`config.mk`:
```
export PLATFORM = sky130hd
export DESIGN_NAME = ptmr_top
export DESIGN_NICKNAME = d
export VERILOG_FILES = /design/src/rtl/ptmr_pkg.sv /design/src/rtl/ptmr_prescale.sv /design/src/rtl/ptmr_channel.sv /design/src/rtl/ptmr_top.sv
export SDC_FILE = /design/constraint.sdc
export NUM_CORES = 1
export LEC_CHECK = 0
export ABC_AREA = 0
export ABC_CLOCK_PERIOD_IN_PS = 4870
export BUFFER_PORTS_ARGS = -buffer_cell sky130_fd_sc_hd__clkbuf_2
export CORE_ASPECT_RATIO = 0.8
export CORE_UTILIZATION = 45
export DETAILED_ROUTE_END_ITERATION = 10
export PLACE_DENSITY_LB_ADDON = 0.15
export SYNTH_ARGS = -nofsm -noshare
export SYNTH_HDL_FRONTEND = slang
export SYNTH_SLANG_ARGS = --single-unit
```
`constraint.sdc`:
```
create_clock -name clk -period 4.87 [get_ports clk]
set_clock_uncertainty 0.15 [all_clocks]
set_input_delay 0.974 -clock clk [delete_from_list [all_inputs] [get_ports clk]]
set_output_delay 0.974 -clock clk [all_outputs]
set_load 0.01 [all_outputs]
```
`src/rtl/ptmr_pkg.sv`:
```
package ptmr_pkg;

    typedef enum logic [1:0] {
        SEL_COUNT = 2'd0,
        SEL_CMP   = 2'd1,
        SEL_CTRL  = 2'd2,
        SEL_NONE  = 2'd3
    } reg_sel_e;

    typedef enum logic {
        CH_OFF = 1'b0,
        CH_RUN = 1'b1
    } ch_state_e;

endpackage

```
`src/rtl/ptmr_prescale.sv`:
```
module ptmr_prescale #(
    parameter int BASE_LOG2 = 3,
    parameter int RATE_W    = 3
) (
    input  logic                     clk,
    input  logic                     rst_n,
    output logic [(1<<RATE_W)-1:0]   tick
);
    localparam int NRATE = 1 << RATE_W;
    localparam int PW    = BASE_LOG2 + NRATE - 1;
    localparam int BASE  = 1 << BASE_LOG2;

    logic [PW-1:0] pre_q;

    always_ff @(posedge clk or negedge rst_n) begin
        if (!rst_n) pre_q <= '0;
        else        pre_q <= pre_q + PW'(1);
    end

    for (genvar n = 0; n < NRATE; n++) begin : g_tick
        assign tick[n] = &pre_q[BASE_LOG2+n-1:0];
    end

    // checker: spacing between successive base ticks
    logic [PW-1:0] gap_q;
    logic          seen_q;
    always_ff @(posedge clk or negedge rst_n) begin
        if (!rst_n) begin
            gap_q  <= '0;
            seen_q <= 1'b0;
        end else if (tick[0]) begin
            gap_q  <= '0;
            seen_q <= 1'b1;
        end else begin
            gap_q  <= gap_q + PW'(1);
        end
    end

    AST_BASE_PERIOD: assert property (@(posedge clk) disable iff (!rst_n)
        (tick[0] && seen_q) |-> (gap_q == PW'(BASE - 1)));

endmodule

```
`src/rtl/ptmr_channel.sv`:
```
module ptmr_channel
    import ptmr_pkg::*;
#(
    parameter int CW     = 16,
    parameter int RATE_W = 3
) (
    input  logic                    clk,
    input  logic                    rst_n,
    input  logic [(1<<RATE_W)-1:0]  tick_vec,
    input  logic                    wr_cnt,
    input  logic                    wr_cmp,
    input  logic                    wr_ctrl,
    input  logic [CW-1:0]           wdata,
    input  logic                    irq_clr,
    output logic [CW-1:0]           cnt_q,
    output logic [CW-1:0]           cmp_q,
    output logic                    run,
    output logic [RATE_W-1:0]       rate_q,
    output logic                    irq
);
    ch_state_e   st_q, st_nxt;
    logic        tick_sel;
    logic [CW-1:0] cnt_nxt;
    logic        hit;

    // state register
    always_ff @(posedge clk or negedge rst_n) begin
        if (!rst_n) st_q <= CH_OFF;
        else        st_q <= st_nxt;
    end

    // transitions: ENABLE (OFF->RUN), DISABLE (RUN->OFF)
    always_comb begin
        st_nxt = st_q;
        unique case (st_q)
            CH_OFF: if (wr_ctrl &&  wdata[RATE_W]) st_nxt = CH_RUN;
            CH_RUN: if (wr_ctrl && !wdata[RATE_W]) st_nxt = CH_OFF;
        endcase
    end

    // per-state count behaviour
    always_comb begin
        tick_sel = tick_vec[rate_q];
        cnt_nxt  = cnt_q;
        hit      = 1'b0;
        unique case (st_q)
            CH_OFF: begin
                if (wr_cnt) cnt_nxt = wdata;
            end
            CH_RUN: begin
                if (tick_sel) begin
                    cnt_nxt = (cnt_q == cmp_q) ? '0 : cnt_q + CW'(1);
                    hit     = (cnt_nxt == cmp_q);
                end
            end
        endcase
    end

    always_ff @(posedge clk or negedge rst_n) begin
        if (!rst_n) begin
            cnt_q  <= '0;
            cmp_q  <= '1;
            rate_q <= '0;
            irq    <= 1'b0;
        end else begin
            cnt_q <= cnt_nxt;
            if (wr_cmp)  cmp_q  <= wdata;
            if (wr_ctrl) rate_q <= wdata[RATE_W-1:0];
            irq <= hit | (irq & ~irq_clr);
        end
    end

    assign run = (st_q == CH_RUN);

    AST_OFF_HOLD: assert property (@(posedge clk) disable iff (!rst_n)
        (st_q == CH_OFF && !wr_cnt) |=> (cnt_q == $past(cnt_q)));
    AST_STEP_ONE: assert property (@(posedge clk) disable iff (!rst_n)
        (st_q == CH_RUN && tick_sel && cnt_q != cmp_q) |=> (cnt_q == $past(cnt_q) + CW'(1)));
    AST_WRAP_ZERO: assert property (@(posedge clk) disable iff (!rst_n)
        (st_q == CH_RUN && tick_sel && cnt_q == cmp_q) |=> (cnt_q == '0));
    AST_IRQ_HOLD: assert property (@(posedge clk) disable iff (!rst_n)
        (irq && !irq_clr) |=> irq);
    AST_IRQ_AT_MATCH: assert property (@(posedge clk) disable iff (!rst_n)
        ($rose(irq) && !$past(wr_cmp)) |-> (cnt_q == cmp_q));

endmodule

```
`src/rtl/ptmr_top.sv`:
```
module ptmr_top
    import ptmr_pkg::*;
#(
    parameter int NCH       = 4,
    parameter int CW        = 16,
    parameter int RATE_W    = 3,
    parameter int BASE_LOG2 = 3
) (
    input  logic                     clk,
    input  logic                     rst_n,
    input  logic                     wr_en,
    input  logic [$clog2(NCH)-1:0]   wr_ch,
    input  logic [1:0]               wr_sel,
    input  logic [CW-1:0]            wr_data,
    input  logic [$clog2(NCH)-1:0]   rd_ch,
    input  logic [1:0]               rd_sel,
    output logic [CW-1:0]            rd_data,
    input  logic [NCH-1:0]           irq_clr,
    output logic [NCH-1:0]           irq
);
    localparam int NRATE = 1 << RATE_W;
    localparam int PADW  = CW - RATE_W - 1;

    logic [NRATE-1:0]  tick;
    logic [CW-1:0]     cnt_a  [NCH];
    logic [CW-1:0]     cmp_a  [NCH];
    logic [RATE_W-1:0] rate_a [NCH];
    logic [NCH-1:0]    run_a;

    ptmr_prescale #(.BASE_LOG2(BASE_LOG2), .RATE_W(RATE_W)) u_pre (
        .clk   (clk),
        .rst_n (rst_n),
        .tick  (tick)
    );

    for (genvar c = 0; c < NCH; c++) begin : g_ch
        logic sel_me;
        assign sel_me = wr_en && (wr_ch == c);

        ptmr_channel #(.CW(CW), .RATE_W(RATE_W)) u_ch (
            .clk      (clk),
            .rst_n    (rst_n),
            .tick_vec (tick),
            .wr_cnt   (sel_me && (reg_sel_e'(wr_sel) == SEL_COUNT)),
            .wr_cmp   (sel_me && (reg_sel_e'(wr_sel) == SEL_CMP)),
            .wr_ctrl  (sel_me && (reg_sel_e'(wr_sel) == SEL_CTRL)),
            .wdata    (wr_data),
            .irq_clr  (irq_clr[c]),
            .cnt_q    (cnt_a[c]),
            .cmp_q    (cmp_a[c]),
            .run      (run_a[c]),
            .rate_q   (rate_a[c]),
            .irq      (irq[c])
        );
    end

    always_comb begin
        unique case (reg_sel_e'(rd_sel))
            SEL_COUNT: rd_data = cnt_a[rd_ch];
            SEL_CMP:   rd_data = cmp_a[rd_ch];
            SEL_CTRL:  rd_data = {{PADW{1'b0}}, run_a[rd_ch], rate_a[rd_ch]};
            SEL_NONE:  rd_data = '0;
        endcase
    end

    AST_IRQ_CLEAN_RESET: assert property (@(posedge clk) disable iff (!rst_n)
        $rose(rst_n) |-> (irq == '0));

endmodule

```
==> impl_metrics.json <==
{
  "cts_tree": "done",
  "grt_pass1_wl_um": 58900,
  "synthAdderAreaFrac": 0.00836,
  "crit_start": "rd_ch[0]",
  "die_w_um": 184,
  "drt_iter0_drc": 883,
  "dp_hpwl_um": 28500,
  "grt_remaining_overflow": 0,
  "rows": 53,
  "clockRootBuffer": "clkbuf_16",
  "synth_most_common_cell": "dfrtp_1",
  "synth_edf_count": 0,
  "syn_to_final_growth_pct": 7.35,
  "reg2reg_from": "u_pre.pre_q[0]",
  "required_ns": 3.75,
  "path_clk_slew_ns": 0.07,
  "dp_slack_ns": 1.02,
  "finalHoldViolations": 0,
  "coreArea_um2": 26200,
  "synthXorXnorAreaFrac": 0.109,
  "final_layout_size_suffix_gt1_frac": 0.231,
  "clk_path_buf_depth": 2,
  "cts-resized-gates": 0,
  "wirelength_um": 38400,
  "path_common_cell": "clkbuf_2",
  "clkLatencyLatePin_ns": 0.45,
  "syn_area_um2": 12000,
  "gp_congestion": 0.935,
  "rsz0062_at_grt": "false",
  "syn-instance-count": 1259,
  "die_y_um": 148,
  "wl_per_cell_um": 23.8,
  "num_vias": 10200,
  "port_buffers": 50,
  "max_freq_mhz": 262,
  "cpPeakStageDelay_ns": 0.54,
  "max-cap-violations": 0,
  "tightest_slew_ns": 0.907,
  "hold_buffers": 0,
  "yosys_register_bits": 158,
  "yosys_warnings": 0,
  "grt_usage": 0.290,
  "status": "finished, final reports clean",
  "ioPinCount": 51,
  "synth-compound-area-share": 0.146,
  "ys_types": 91,
  "setup_viol": 0,
  "cp_slowest_cell": "mux4_2",
  "nets": 1279,
  "cts_inserted_buffers": 17,
  "slew_viol_final": 0,
  "min_period_ns": 3.81,
  "antenna_found_initial": 0,
  "avgSynthCellArea_um2": 9.51,
  "yosysSeqAreaShare": 0.337,
  "cts_num_sinks": 158,
  "drc": 0,
  "drtPass1Iterations": 5,
  "htreeDepth": 4,
  "cp_top_family": "buffers and inverters",
  "fin_ws_ns": 1.06,
  "min_from": "u_pre.pre_q[6]",
  "post_drt_via_cell_ratio": 6.36,
  "path_class": "input pin to output port",
  "finalSetupTns_ns": 0,
  "start_util": 0.457,
  "relSlewSlack": 0.393,
  "cts_setup_buffers": 0,
  "start_kind": "input pin",
  "yosys-top-cells-area": "dfrtp_1 20%, dfstp_2 14%, mux4_2 7.0%",
  "worstPathCellList": "clkbuf_2 > buf_4 > mux4_2 > mux2i_1 > nor2_1 > clkbuf_2",
  "cp_num_buf_inv": 3,
  "synth-simple-area-share": 0.192,
  "peakVddDrop_v": 0.000290,
  "synth_top_cell_area_share": 0.196,
  "synth_flop_cell": "dfrtp_1",
  "synth_fp_nets": 1298,
  "grt_pass1_vias": 9474,
  "ant_nets": 0,
  "hold_path_class": "register to register",
  "endpoint_kind": "output port",
  "netlist.top_cell.by_area": "dfrtp_1",
  "ys_async_sr_fraction": 1.00,
  "power_density_nw_per_um2": 522,
  "synth_common_cells": "94 x dfrtp_1, 92 x nand2_1, 87 x nor2_1",
  "cp.arrival_ns": 2.69,
  "grt_max_degree": 81,
  "leakagePower_nw": 4.92,
  "cp_max_fo": 16,
  "die_area_um2": 27300,
  "diodes": 0,
  "synth_top_family_by_area": "simple AND/OR/NAND/NOR gates",
  "final.period_utilization": 0.783,
  "yosys-mux-area-fraction": 0.156
}
-- cell type report --
class,instances,area [um^2]
Clock inverter,11,97.6
Timing Repair Buffer,67,397
Fill cell,2482,13300
Sequential cell,158,4030
Multi-Input combinational cell,967,7330
Clock buffer,21,440
Tap cell,357,447
Inverter,29,109
-- sequential cells by signal (all words and copies together), names as in the netlist, named ones only --
| name | count |
|---|---|
| g_ch.u_ch.cmp_q | 64 |
| g_ch.u_ch.cnt_q | 64 |
| g_ch.u_ch.rate_q | 12 |
| u_pre.pre_q | 10 |
| g_ch.u_ch.irq | 4 |
-- where the power goes --
group	switching, mW	internal (mW)
clock	0.594	0.702
combinational	1.24	1.31
sequential	1.08	1.79
-- cell usage in the layout, fill, tap and decap left out, types with 5 or more instances in the layout --
| cell | synthesis | layout |
|---|---|---|
| nand3b_1 | 15 | 15 |
| nor4_1 | 19 | 19 |
| o21a_1 | 6 | 6 |
| dfrtp_1 | 94 | 94 |
| mux2_2 | 71 | 71 |
| ha_1 | 8 | 8 |
| nor2b_1 | 9 | 9 |
| nand2_1 | 92 | 92 |
| or3_1 | 5 | 5 |
| and3_1 | 15 | 15 |
| a21oi_1 | 36 | 36 |
| nand2b_1 | 15 | 15 |
| nor3b_1 | 17 | 17 |
| a221o_1 | 20 | 20 |
| o21ai_0 | 79 | 79 |
| mux2i_1 | 21 | 21 |
| and4_1 | 5 | 5 |
| buf_4 | 6 | 16 |
| o32ai_1 | 14 | 14 |
| a31oi_1 | 12 | 12 |
| nand3_1 | 60 | 60 |
| nor3_1 | 22 | 22 |
| nor2_1 | 87 | 87 |
| clkbuf_2 | 1 | 49 |
| o221ai_1 | 5 | 5 |
| nand4_1 | 29 | 29 |
| a22o_1 | 13 | 13 |
| a211oi_1 | 6 | 6 |
| dfstp_2 | 64 | 64 |
| xor2_1 | 69 | 69 |
| mux4_2 | 37 | 37 |
| o311ai_0 | 5 | 5 |
| inv_1 | 28 | 28 |
| xnor2_1 | 78 | 78 |
| clkbuf_16 | 0 | 17 |
| o22ai_1 | 8 | 8 |
| a22oi_1 | 7 | 7 |
-- path summary, 6_finish.rpt --
path / endpoint / slack [ns] / cells after the start
setup / recovery: rd_data[10] / 1.06 / 6
hold / removal: u_pre.pre_q[6] / 0.33 / 1
setup reg to reg: g_ch[1].u_ch.cnt_q[6] / 1.29 / 13
hold reg to reg: u_pre.pre_q[6] / 0.33 / 1
max in group asynchronous: g_ch[2].u_ch.cmp_q[2] / 3.18 / 2
min in group asynchronous: g_ch[0].u_ch.cnt_q[12] / 0.43 / 1
-- metrics by stage --
stage               power (mW)  hold WS, ns  instances  utilization  cell area, um^2
global placement          5.33        0.310       1578        0.470            12300
finish                    6.72        0.325       1610        0.491            12900
detailed placement        5.39        0.311       1578        0.470            12300
global route              7.10        0.358       1610        0.491            12900
CTS                       6.69        0.324       1610        0.491            12900
floorplan                 4.59        0.292       1259            -            12000
-- kinds of logic after synthesis --
group                    after synthesis
AND/OR/NAND/NOR                      426
multiplexers                         130
XOR/XNOR                             148
adder cells (fa/ha/maj)                8
flip-flops                           158
buffers and inverters                134
AO/OA/AOI/OAI                        255
-- worst register-to-register path: cells and delay by family, from the launching register on --
kind | cells | cell delay [ns]
fa+ha+maj | 2 | 0.45
compound gates | 3 | 0.49
flops | 1 | 0.39
simple gates | 7 | 1.71
buf+inv | 1 | 0.28
-- metal layers --
metal	global-route usage	wire [um]
met5	0	0
met4	0.0750	656
met3	0.0429	2610
met2	0.436	17100
met1	0.433	18000
Note: power is estimated with default switching activity, not from simulation.
